$ cat src/rtl/rob_pkg.sv
package rob_pkg;

    parameter int ROB_DEPTH    = 8;
    parameter int ROB_DATA_W   = 32;
    parameter int ROB_REG_W    = 5;
    parameter int ROB_RD_PORTS = 2;

    typedef enum logic [1:0] {
        KIND_ALU    = 2'd0,
        KIND_STORE  = 2'd1,
        KIND_BRANCH = 2'd2,
        KIND_SPARE  = 2'd3
    } kind_e;

    typedef struct packed {
        logic retire;
        logic rf_we;
        logic mem_we;
        logic redirect;
    } retire_act_t;

    function automatic int unsigned wrap_inc(int unsigned p, int unsigned depth);
        return (p + 1 == depth) ? 0 : p + 1;
    endfunction

endpackage

$ cat src/rtl/rob_ptrs.sv
module rob_ptrs #(
    parameter int DEPTH = 8,
    parameter int TAG_W = 3,
    parameter int CNT_W = 4
) (
    input  logic             clk,
    input  logic             rst,
    input  logic             alloc,
    input  logic             retire,
    input  logic             flush,
    output logic [TAG_W-1:0] head,
    output logic [TAG_W-1:0] tail,
    output logic [CNT_W-1:0] count,
    output logic             full
);
    import rob_pkg::*;

    always_ff @(posedge clk) begin
        if (rst || flush) begin
            head  <= '0;
            tail  <= '0;
            count <= '0;
        end else begin
            if (alloc)  tail <= TAG_W'(wrap_inc(int'(tail), DEPTH));
            if (retire) head <= TAG_W'(wrap_inc(int'(head), DEPTH));
            case ({alloc, retire})
                2'b10:   count <= count + 1'b1;
                2'b01:   count <= count - 1'b1;
                default: count <= count;
            endcase
        end
    end

    assign full = (count == CNT_W'(DEPTH));
endmodule

$ cat src/rtl/rob_store.sv
module rob_store #(
    parameter int DEPTH  = 8,
    parameter int TAG_W  = 3,
    parameter int DATA_W = 32,
    parameter int REG_W  = 5
) (
    input  logic                clk,
    input  logic                rst,
    input  logic                flush,
    input  logic                alloc_en,
    input  logic [TAG_W-1:0]    alloc_idx,
    input  rob_pkg::kind_e      alloc_kind,
    input  logic [REG_W-1:0]    alloc_dest,
    input  logic [DATA_W-1:0]   alloc_addr,
    input  logic                bc_en,
    input  logic [TAG_W-1:0]    bc_idx,
    input  logic [DATA_W-1:0]   bc_value,
    input  logic                bc_misp,
    input  logic                free_en,
    input  logic [TAG_W-1:0]    free_idx,
    output logic [DEPTH-1:0]    valid_q,
    output logic [DEPTH-1:0]    done_q,
    output logic [DEPTH-1:0]    misp_q,
    output rob_pkg::kind_e      kind_q  [DEPTH],
    output logic [REG_W-1:0]    dest_q  [DEPTH],
    output logic [DATA_W-1:0]   addr_q  [DEPTH],
    output logic [DATA_W-1:0]   value_q [DEPTH]
);
    logic bc_hit;
    assign bc_hit = bc_en && valid_q[bc_idx];

    // status bits: flush wins, then broadcast, free, allocate
    always_ff @(posedge clk) begin
        if (rst || flush) begin
            valid_q <= '0;
            done_q  <= '0;
            misp_q  <= '0;
        end else begin
            if (bc_hit) begin
                done_q[bc_idx] <= 1'b1;
                misp_q[bc_idx] <= bc_misp;
            end
            if (free_en) valid_q[free_idx] <= 1'b0;
            if (alloc_en) begin
                valid_q[alloc_idx] <= 1'b1;
                done_q[alloc_idx]  <= 1'b0;
                misp_q[alloc_idx]  <= 1'b0;
            end
        end
    end

    // payload needs no reset: only read behind a set valid bit
    always_ff @(posedge clk) begin
        if (alloc_en) begin
            kind_q[alloc_idx] <= alloc_kind;
            dest_q[alloc_idx] <= alloc_dest;
            addr_q[alloc_idx] <= alloc_addr;
        end
        if (bc_hit) value_q[bc_idx] <= bc_value;
    end
endmodule

$ cat src/rtl/rob_retire.sv
module rob_retire (
    input  logic                 head_valid,
    input  logic                 head_done,
    input  logic                 head_misp,
    input  rob_pkg::kind_e       head_kind,
    output rob_pkg::retire_act_t act
);
    import rob_pkg::*;

    always_comb begin
        act        = '0;
        act.retire = head_valid && head_done;
        if (act.retire) begin
            unique case (head_kind)
                KIND_STORE:  act.mem_we   = 1'b1;
                KIND_BRANCH: act.redirect = head_misp;
                default:     act.rf_we    = 1'b1;
            endcase
        end
    end
endmodule

$ cat src/rtl/reorder_buffer.sv
module reorder_buffer #(
    parameter int DEPTH  = rob_pkg::ROB_DEPTH,
    parameter int DATA_W = rob_pkg::ROB_DATA_W,
    parameter int REG_W  = rob_pkg::ROB_REG_W,
    parameter int NUM_RD = rob_pkg::ROB_RD_PORTS,
    localparam int TAG_W = $clog2(DEPTH),
    localparam int CNT_W = $clog2(DEPTH + 1)
) (
    input  logic                     clk,
    input  logic                     rst,
    input  logic                     iss_valid,
    input  logic [1:0]               iss_kind,
    input  logic [REG_W-1:0]         iss_dest,
    input  logic [DATA_W-1:0]        iss_addr,
    output logic                     iss_ready,
    output logic [TAG_W-1:0]         iss_tag,
    input  logic                     bc_valid,
    input  logic [TAG_W-1:0]         bc_tag,
    input  logic [DATA_W-1:0]        bc_value,
    input  logic                     bc_misp,
    input  logic [NUM_RD*TAG_W-1:0]  rd_tag,
    output logic [NUM_RD*DATA_W-1:0] rd_value,
    output logic [NUM_RD-1:0]        rd_ready,
    output logic                     rf_we,
    output logic [REG_W-1:0]         rf_addr,
    output logic [DATA_W-1:0]        rf_data,
    output logic                     mem_we,
    output logic [DATA_W-1:0]        mem_addr,
    output logic [DATA_W-1:0]        mem_data,
    output logic                     redirect_valid,
    output logic [DATA_W-1:0]        redirect_pc
);
    import rob_pkg::*;

    logic [TAG_W-1:0]  head, tail;
    logic [CNT_W-1:0]  occ;
    logic              full, alloc;
    retire_act_t       act;
    logic [DEPTH-1:0]  valid_q, done_q, misp_q;
    kind_e             kind_q  [DEPTH];
    logic [REG_W-1:0]  dest_q  [DEPTH];
    logic [DATA_W-1:0] addr_q  [DEPTH];
    logic [DATA_W-1:0] value_q [DEPTH];

    assign iss_ready = !full && !act.redirect;
    assign alloc     = iss_valid && iss_ready;
    assign iss_tag   = tail;

    rob_ptrs #(.DEPTH(DEPTH), .TAG_W(TAG_W), .CNT_W(CNT_W)) i_ptrs (
        .clk(clk), .rst(rst), .alloc(alloc), .retire(act.retire),
        .flush(act.redirect), .head(head), .tail(tail), .count(occ), .full(full)
    );

    rob_store #(.DEPTH(DEPTH), .TAG_W(TAG_W), .DATA_W(DATA_W), .REG_W(REG_W)) i_store (
        .clk(clk), .rst(rst), .flush(act.redirect),
        .alloc_en(alloc), .alloc_idx(tail), .alloc_kind(kind_e'(iss_kind)),
        .alloc_dest(iss_dest), .alloc_addr(iss_addr),
        .bc_en(bc_valid), .bc_idx(bc_tag), .bc_value(bc_value), .bc_misp(bc_misp),
        .free_en(act.retire), .free_idx(head),
        .valid_q(valid_q), .done_q(done_q), .misp_q(misp_q),
        .kind_q(kind_q), .dest_q(dest_q), .addr_q(addr_q), .value_q(value_q)
    );

    rob_retire i_retire (
        .head_valid(valid_q[head]), .head_done(done_q[head]),
        .head_misp(misp_q[head]), .head_kind(kind_q[head]), .act(act)
    );

    assign rf_we          = act.rf_we;
    assign rf_addr        = dest_q[head];
    assign rf_data        = value_q[head];
    assign mem_we         = act.mem_we;
    assign mem_addr       = addr_q[head];
    assign mem_data       = value_q[head];
    assign redirect_valid = act.redirect;
    assign redirect_pc    = value_q[head];

    for (genvar g = 0; g < NUM_RD; g++) begin : g_rd
        logic [TAG_W-1:0] t;
        assign t                             = rd_tag[g*TAG_W +: TAG_W];
        assign rd_ready[g]                   = valid_q[t] && done_q[t];
        assign rd_value[g*DATA_W +: DATA_W]  = value_q[t];
    end
endmodule

$ cat config.mk
export PLATFORM = sky130hd
export DESIGN_NAME = reorder_buffer
export DESIGN_NICKNAME = d
export VERILOG_FILES = /design/src/rtl/rob_pkg.sv /design/src/rtl/rob_ptrs.sv /design/src/rtl/rob_store.sv /design/src/rtl/rob_retire.sv /design/src/rtl/reorder_buffer.sv
export SDC_FILE = /design/constraint.sdc
export NUM_CORES = 1
export LEC_CHECK = 0
export ABC_CLOCK_PERIOD_IN_PS = 6900
export BUFFER_PORTS_ARGS = -buffer_cell sky130_fd_sc_hd__buf_2
export CAP_MARGIN = 40
export CORE_MARGIN = 2
export CORE_UTILIZATION = 30
export CTS_CLUSTER_DIAMETER = 40
export DETAILED_ROUTE_END_ITERATION = 10
export GPL_TIMING_DRIVEN = 0
export PLACE_DENSITY = 0.55
export SYNTH_ARGS = -nofsm -noshare
export SYNTH_HDL_FRONTEND = slang
export SYNTH_SLANG_ARGS = --single-unit
$ cat constraint.sdc
create_clock -name clk -period 6.9 [get_ports clk]
set_input_delay 0.69 -clock clk [delete_from_list [all_inputs] [get_ports clk]]
set_output_delay 0.69 -clock clk [all_outputs]
set_load 0.05 [all_outputs]
# Yosys cells after proc, flatten, opt, wreduce, memory -nomap -nowiden
# Index checks and enable logic that the tools add are counted.
# W data, S select, Z words.
# op_classes
n_addsub	4
n_lt_le_gt_ge	15
n_eq_ne	7
n_mux	69
bitwise_logic	12
n_reduce_logical	16
# op_table
cell	count
$bwmux W256	2
$bmux W32 S3	4
$mux W32	10
$demux W32 S3	2
$mux W8	9
$bwmux W40	1
$and A8 B8 Y8	3
$bmux W1 S3	8
$ge A4 B4 Y1 const B	5
$lt A3 B4 Y1 const B	5
$not A3 Y4	5
$bwmux W16	1
$not A8 Y8	2
$or A8 B8 Y8	2
$bmux W5 S3	1
$demux W5 S3	1
$mux W5	3
$mux W1	14
$eq A4 B4 Y1 const B	3
$logic_and A1 B1 Y1	11
$demux W1 S3	3
$ge A3 B1 Y1 const B	3
$mux W3	3
$add A3 B1 Y4 const B	2
other kinds (14)	20
# word_totals
regBits	602
in_bits	85
wordCells	161

# Longest topological paths before layout
# logic_depth
word_depth	13
mapped_depth	17

# Modules after synthesis
# A second synthesis with hierarchy kept.
# hier_totals
cells_unflattened	1324
hier_area_um2	27527.7
# by_module_without_submodules
module	instances	cells_per_inst	area_per_inst_um2	seq_area_each_um2
rob_store	1	681	18127.4	17536.8
reorder_buffer	1	581	8831.0	0.0
rob_ptrs	1	54	505.5	200.2
rob_retire	1	8	63.8	0.0

# Worst setup path before layout
# Ideal clock, no wire load.
# synth_path
kind	flip-flop to flip-flop
start	register i_ptrs.head[2]
end	register i_store.addr_q[128] (netlist bit), enable pin
arrival_ns	3.959
required_ns	6.460
slack_ns	2.501
path_stages_with_launch	11
path_buffers	3
synth_period_minus_slack_ns	4.399
cell_sequence	dfxtp_1 > buf_2 > buf_1 > clkbuf_1 > mux4_2 > mux2i_1 > inv_1 > ha_1 > nand3_1 > nor2_2 > nor2b_1
# synth_via
elab_chain_cells	10
elab_cells_between_ends	17
# synth_rtl
element	line_no	source
start, declared	rob_ptrs.sv:11	output logic [TAG_W-1:0] head,
start signal, assigned	rob_ptrs.sv:25	if (retire) head <= TAG_W'(wrap_inc(int'(head), DEPTH));
$not A3 Y4 (not written as such)	reorder_buffer.sv:66	.head_misp(misp_q[head]), .head_kind(kind_q[head]), .act(act)
$bmux W2 S3	reorder_buffer.sv:66	
$mux W2 (not written as such) (2 in a row)	reorder_buffer.sv:66	
$eq A2 B2 Y1	rob_retire.sv:14	unique case (head_kind)
$mux W1	rob_retire.sv:14	
$mux W3 (*)	rob_retire.sv:13	if (act.retire) begin
named net redirect_valid	reorder_buffer.sv:30	output logic redirect_valid,
$logic_not A1 Y1 (*)	reorder_buffer.sv:45	assign iss_ready = !full && !act.redirect;
$logic_and A1 B1 Y1 (*)	reorder_buffer.sv:45	
$logic_and A1 B1 Y1 (*)	reorder_buffer.sv:46	assign alloc = iss_valid && iss_ready;
end signal, assigned by index	rob_store.sv:57	addr_q[alloc_idx] <= alloc_addr;
end, declared	rob_store.sv:26	output logic [DATA_W-1:0] addr_q [DEPTH],
# Mark *: on every way through the listed nets, which the timed path passes. The rest lies on a longest branch. The select of a mux whose other input is x is not followed.
# A chain may end at the register's enable or synchronous reset.

# Worst setup path after layout
# layout_path
start	register i_ptrs.head[1]
end	output port iss_ready
# layout_via
elab_chain_cells	9
elab_cells_between_ends	16
# layout_rtl
element	line_no	source
$not A3 Y4 (not written as such)	reorder_buffer.sv:66	
$bmux W2 S3	reorder_buffer.sv:66	
$mux W2 (not written as such) (2 in a row)	reorder_buffer.sv:66	
$eq A2 B2 Y1	rob_retire.sv:14	
$mux W1	rob_retire.sv:14	
$mux W3 (*)	rob_retire.sv:13	
$logic_not A1 Y1 (*)	reorder_buffer.sv:45	
$logic_and A1 B1 Y1 (*)	reorder_buffer.sv:45	
end, declared	reorder_buffer.sv:15	output logic iss_ready,
# Every way passes the cells marked *; elsewhere a longest branch is shown, timed or not. The select of a mux whose other input is x is not followed.

==> results_tabular.tex <==
\begin{tabular}{lr}
\hline
Metric & Value \\
\hline
\multicolumn{2}{l}{\textbf{Route}} \\
\quad Routed Antenna Nets & 0 \\
\quad Total number of vias & 15300 \\
\quad Remaining DRCs & 0 \\
\quad Routed length per placed instance & 25.7 um \\
\quad Routed wire length & $\sim$77 mm \\
\quad First drt pass iteration count & 5 \\
\quad Detailed router's first-iteration violation count & between 1000 and 1500 \\
\quad Via-per-instance ratio & 5.08 \\
\multicolumn{2}{l}{\textbf{Synthesis}} \\
\quad Multiplexer share of the synthesized area & 28.8\% \\
\quad Portion of the post-synthesis area used by sequential elements & about two thirds \\
\quad Net Count, Synth & 1423 \\
\quad Warnings from Yosys & 0 \\
\quad Synth Area in Adders & 0.320\% \\
\quad Library cells used by synthesis & 44 \\
\quad Share of the synthesized area in compound gates (AO/OA/AOI/OAI) & less than 1\% \\
\quad Number of cells produced by synthesis & 1331 \\
\quad Synthesized-area fraction occupied by xor and xnor cells & 0.224\% \\
\quad Netlist area before placement & 27400 um2 \\
\quad Flops \& latches, synth & 602 \\
\quad Simple-gate portion of the synthesized area & under 10\% \\
\quad Dominant combinational cell family by area after synthesis & multiplexers \\
\quad Synthesized area per cell & 20.6 um2 \\
\multicolumn{2}{l}{\textbf{Outcome}} \\
\quad Status & finished, final reports clean \\
\multicolumn{2}{l}{\textbf{GRT}} \\
\quad Global-route usage over all layers & 16.4\% \\
\quad Overflow left after global routing & 0 \\
\quad Number of global-route vias before repair & 15900 \\
\quad Pin count of the biggest net entering global routing & 23 \\
\quad Number of antenna violations at the first check in global routing & 13 \\
\quad Wire length of the first global-routing pass & 111 mm \\
\multicolumn{2}{l}{\textbf{Clock tree}} \\
\quad Post-CTS sizing & 0 \\
\quad Skew-Pair Late Insertion Delay & 640 ps \\
\quad Number of H-tree branching levels & 3 \\
\quad Clock tree from TritonCTS & yes \\
\quad CTS root buffer & clkbuf\_16 \\
\quad \# hold bufs at CTS & 0 \\
\quad Deepest clock path buffer count & 3 \\
\quad CTS Buf Count & around 90 \\
\quad Number of clock sinks seen by CTS & 602 \\
\quad Register clock-pin slew on the reported worst setup and hold paths & 60 ps \\
\quad Post-CTS setup buffers & 0 \\
\multicolumn{2}{l}{\textbf{Floorplan}} \\
\quad Initial core utilization & a little under a third \\
\quad Number of cell rows & 110 \\
\quad Height of the die & approximately 310 um \\
\quad Die Span X & 306 um \\
\quad Full die area & 93700 um2 \\
\quad Core footprint & between 90000 and 100000 um2 \\
\quad Ports & 291 \\
\multicolumn{2}{l}{\textbf{Hold path}} \\
\quad Count of cells along the worst hold path & 2 \\
\quad Worst hold path class & input pin to flip-flop \\
\multicolumn{2}{l}{\textbf{Power}} \\
\quad Power density relative to cell area & around 290 nW/um2 \\
\quad Maximum VDD drop & 231 uV \\
\quad Leakage dissipation & 11.4 nW \\
\multicolumn{2}{l}{\textbf{Worst setup path}} \\
\quad Largest fanout on the critical path & 10 \\
\quad Capture point of the worst reg-to-reg path & i\_ptrs.count[2] \\
\quad Number of cells on the worst reg-to-reg path & 15 \\
\quad Required time reported for the critical path endpoint & around 6200 ps \\
\quad Critical path class & flip-flop to output pin \\
\quad Launch point of the worst path & i\_ptrs.head[1] \\
\quad Startpoint kind of the worst setup timing path & flip-flop \\
\quad Setup slack on the worst flop-to-flop path & roughly 2800 ps \\
\quad Arrival time worst endpoint & 3900 ps \\
\quad Crit path to & iss\_ready \\
\quad CP Capture Type & output pin \\
\quad Source of the worst register-to-register timing path & i\_ptrs.head[1] \\
\multicolumn{2}{l}{\textbf{Place}} \\
\quad Half-perimeter wire length after detailed placement & 53.3 mm \\
\quad IO buf count & 283 \\
\quad Post-Place Setup Slack & between 2000 and 3000 ps \\
\quad Last weighted congestion value of the routability-driven placer & 0.777 \\
\quad Placement Cell Area & 31100 um2 \\
\multicolumn{2}{l}{\textbf{Timing}} \\
\quad Unrepaired setup endpoints after global routing & no \\
\quad Final setup slack of the worst path & 2310 ps \\
\quad Share of the clock period used by the worst path after layout & 66.5\% \\
\quad Minimum clock period after layout & 4590 ps \\
\quad Endpoints failing setup & 0 \\
\quad Relative slew slack & 39.2\% \\
\quad Achievable clock frequency & roughly 0.22 GHz \\
\quad Worst-margin pin slew & 912 ps \\
\quad Final count of pins violating max slew & 0 \\
\quad Number of hold violations in the final report & 0 \\
\quad Clock Skew & 23.7 ps \\
\multicolumn{2}{l}{\textbf{Final layout}} \\
\quad Layout filler cell count & just over 8000 \\
\quad Commonest non-fill, non-tap cell in the layout & edfxtp\_1 \\
\quad Area Overhead vs Synth & 25.3\% \\
\quad Share of final-layout standard cells stronger than drive strength 1 & 55.7\% \\
\quad Net total in the final layout & 1846 \\
\quad Area taken by flip-flops and latches & 17700 um2 \\
\quad Commonest cells after routing, fill and taps aside & edfxtp\_1, buf\_2, mux4\_2 \\
\quad Area used by multi-input combinational logic & 8860 um2 \\
\quad Area of all placed cells without fillers & 34300 um2 \\
\multicolumn{2}{l}{\textbf{Flow run}} \\
\quad \# Max-Cap Violations & 0 \\
\hline
\end{tabular}
state kept, by name (all words and copies together) (netlist names):
name,flops
i_ptrs.tail,3
i_store.misp_q,8
i_store.addr_q,256
i_store.kind_q,16
i_ptrs.head,3
i_store.value_q,256
i_store.done_q,8
i_store.valid_q,8
i_ptrs.count,4
i_store.dest_q,40
layer usage:
metal	vias to the layer above	track usage (%)	wire, um	share of wire [%]
li1	6463	-	-	-
met1	8050	20.0	30300	39
met2	600	28.0	38600	50
met3	147	5.14	6500	8.4
met4	22	4.51	1780	2.3
met5	-	0	150	0.19
power by group:
group	switching, W	internal, W	leakage (nW)
sequential	0.0000162	0.00405	5.41
clock	0.00177	0.00293	1.55
combinational	0.000681	0.000346	4.45
total	0.00247	0.00732	11.4
synthesized netlist by cell type (all sizes together):
cell type | count | area share (%)
a21o | 1 | 0.032
a21oi | 13 | 0.24
a22oi | 1 | 0.027
a32oi | 1 | 0.032
and2 | 3 | 0.069
and3 | 7 | 0.16
and4 | 2 | 0.064
buf | 99 | 2.4
clkbuf | 50 | 0.69
dfxtp | 34 | 2.5
edfxtp | 568 | 62
ha | 7 | 0.32
inv | 4 | 0.055
mux2 | 136 | 5.6
mux2i | 13 | 0.47
mux4 | 277 | 23
nand2 | 20 | 0.27
nand2b | 7 | 0.16
nand3 | 2 | 0.037
nand3b | 1 | 0.027
nand4 | 1 | 0.023
nand4b | 2 | 0.064
nor2 | 31 | 0.43
nor2b | 6 | 0.14
nor3 | 9 | 0.18
nor3b | 4 | 0.16
nor4 | 1 | 0.023
nor4b | 1 | 0.032
nor4bb | 2 | 0.073
o21ai | 10 | 0.18
o22a | 1 | 0.032
o31ai | 3 | 0.082
o41ai | 1 | 0.032
or2 | 3 | 0.069
or3 | 3 | 0.069
xnor2 | 3 | 0.096
xor2 | 4 | 0.13
kinds of logic after synthesis:
| family | after synthesis |
|---|---|
| AO/OA/AOI/OAI | 31 |
| adder cells (fa/ha/maj) | 7 |
| multiplexers | 426 |
| buffers and inverters | 153 |
| AND/OR/NAND/NOR | 105 |
| XOR/XNOR | 7 |
| flip-flops | 602 |
worst min-delay path by stage:
stage | start | end
4_1_cts | rst | i_ptrs.head[2]
3_5_place_dp | i_store.valid_q[0] | i_store.valid_q[0]
5_1_grt | rst | i_ptrs.head[2]
2_1_floorplan | i_store.valid_q[0] | i_store.valid_q[0]
3_3_place_gp | i_store.valid_q[0] | i_store.valid_q[0]
6_report | rst | i_ptrs.head[2]
stage by stage:
step	utilization (%)	TNS, ps	instances	hold WS [ps]	power, W
2_1_floorplan	-	0	1331	450	0.00484
3_3_place_gp	33.5	-91580	2790	471	0.00514
3_5_place_dp	34.5	0	2837	479	0.00518
4_1_cts	38.0	0	3007	208	0.00990
5_1_grt	38.0	0	3007	223	0.0101
6_report	38.0	0	3010	257	0.00979
critical path, stage by stage, from the launching register on:
cell	delay, ps
dfxtp_1	460
clkbuf_1	380
buf_6	220
clkbuf_1	670
mux2i_1	330
ha_1	220
nand3_1	190
nor2_2	260
buf_8	210
nor2_1	60
buf_2	230
area by class of cell:
| cell class | instances | area share, % |
|---|---|---|
| timing repair buffer | 330 | 6.44 |
| multi-input combinational | 576 | 25.8 |
| clock inverter | 69 | 2.13 |
| tap | 1176 | 4.29 |
| sequential | 602 | 51.7 |
| inverter | 4 | 0.0438 |
| antenna | 3 | 0.0219 |
| buffer | 149 | 2.48 |
| clock buffer | 101 | 7.08 |
(Power assumes the default switching activity.)
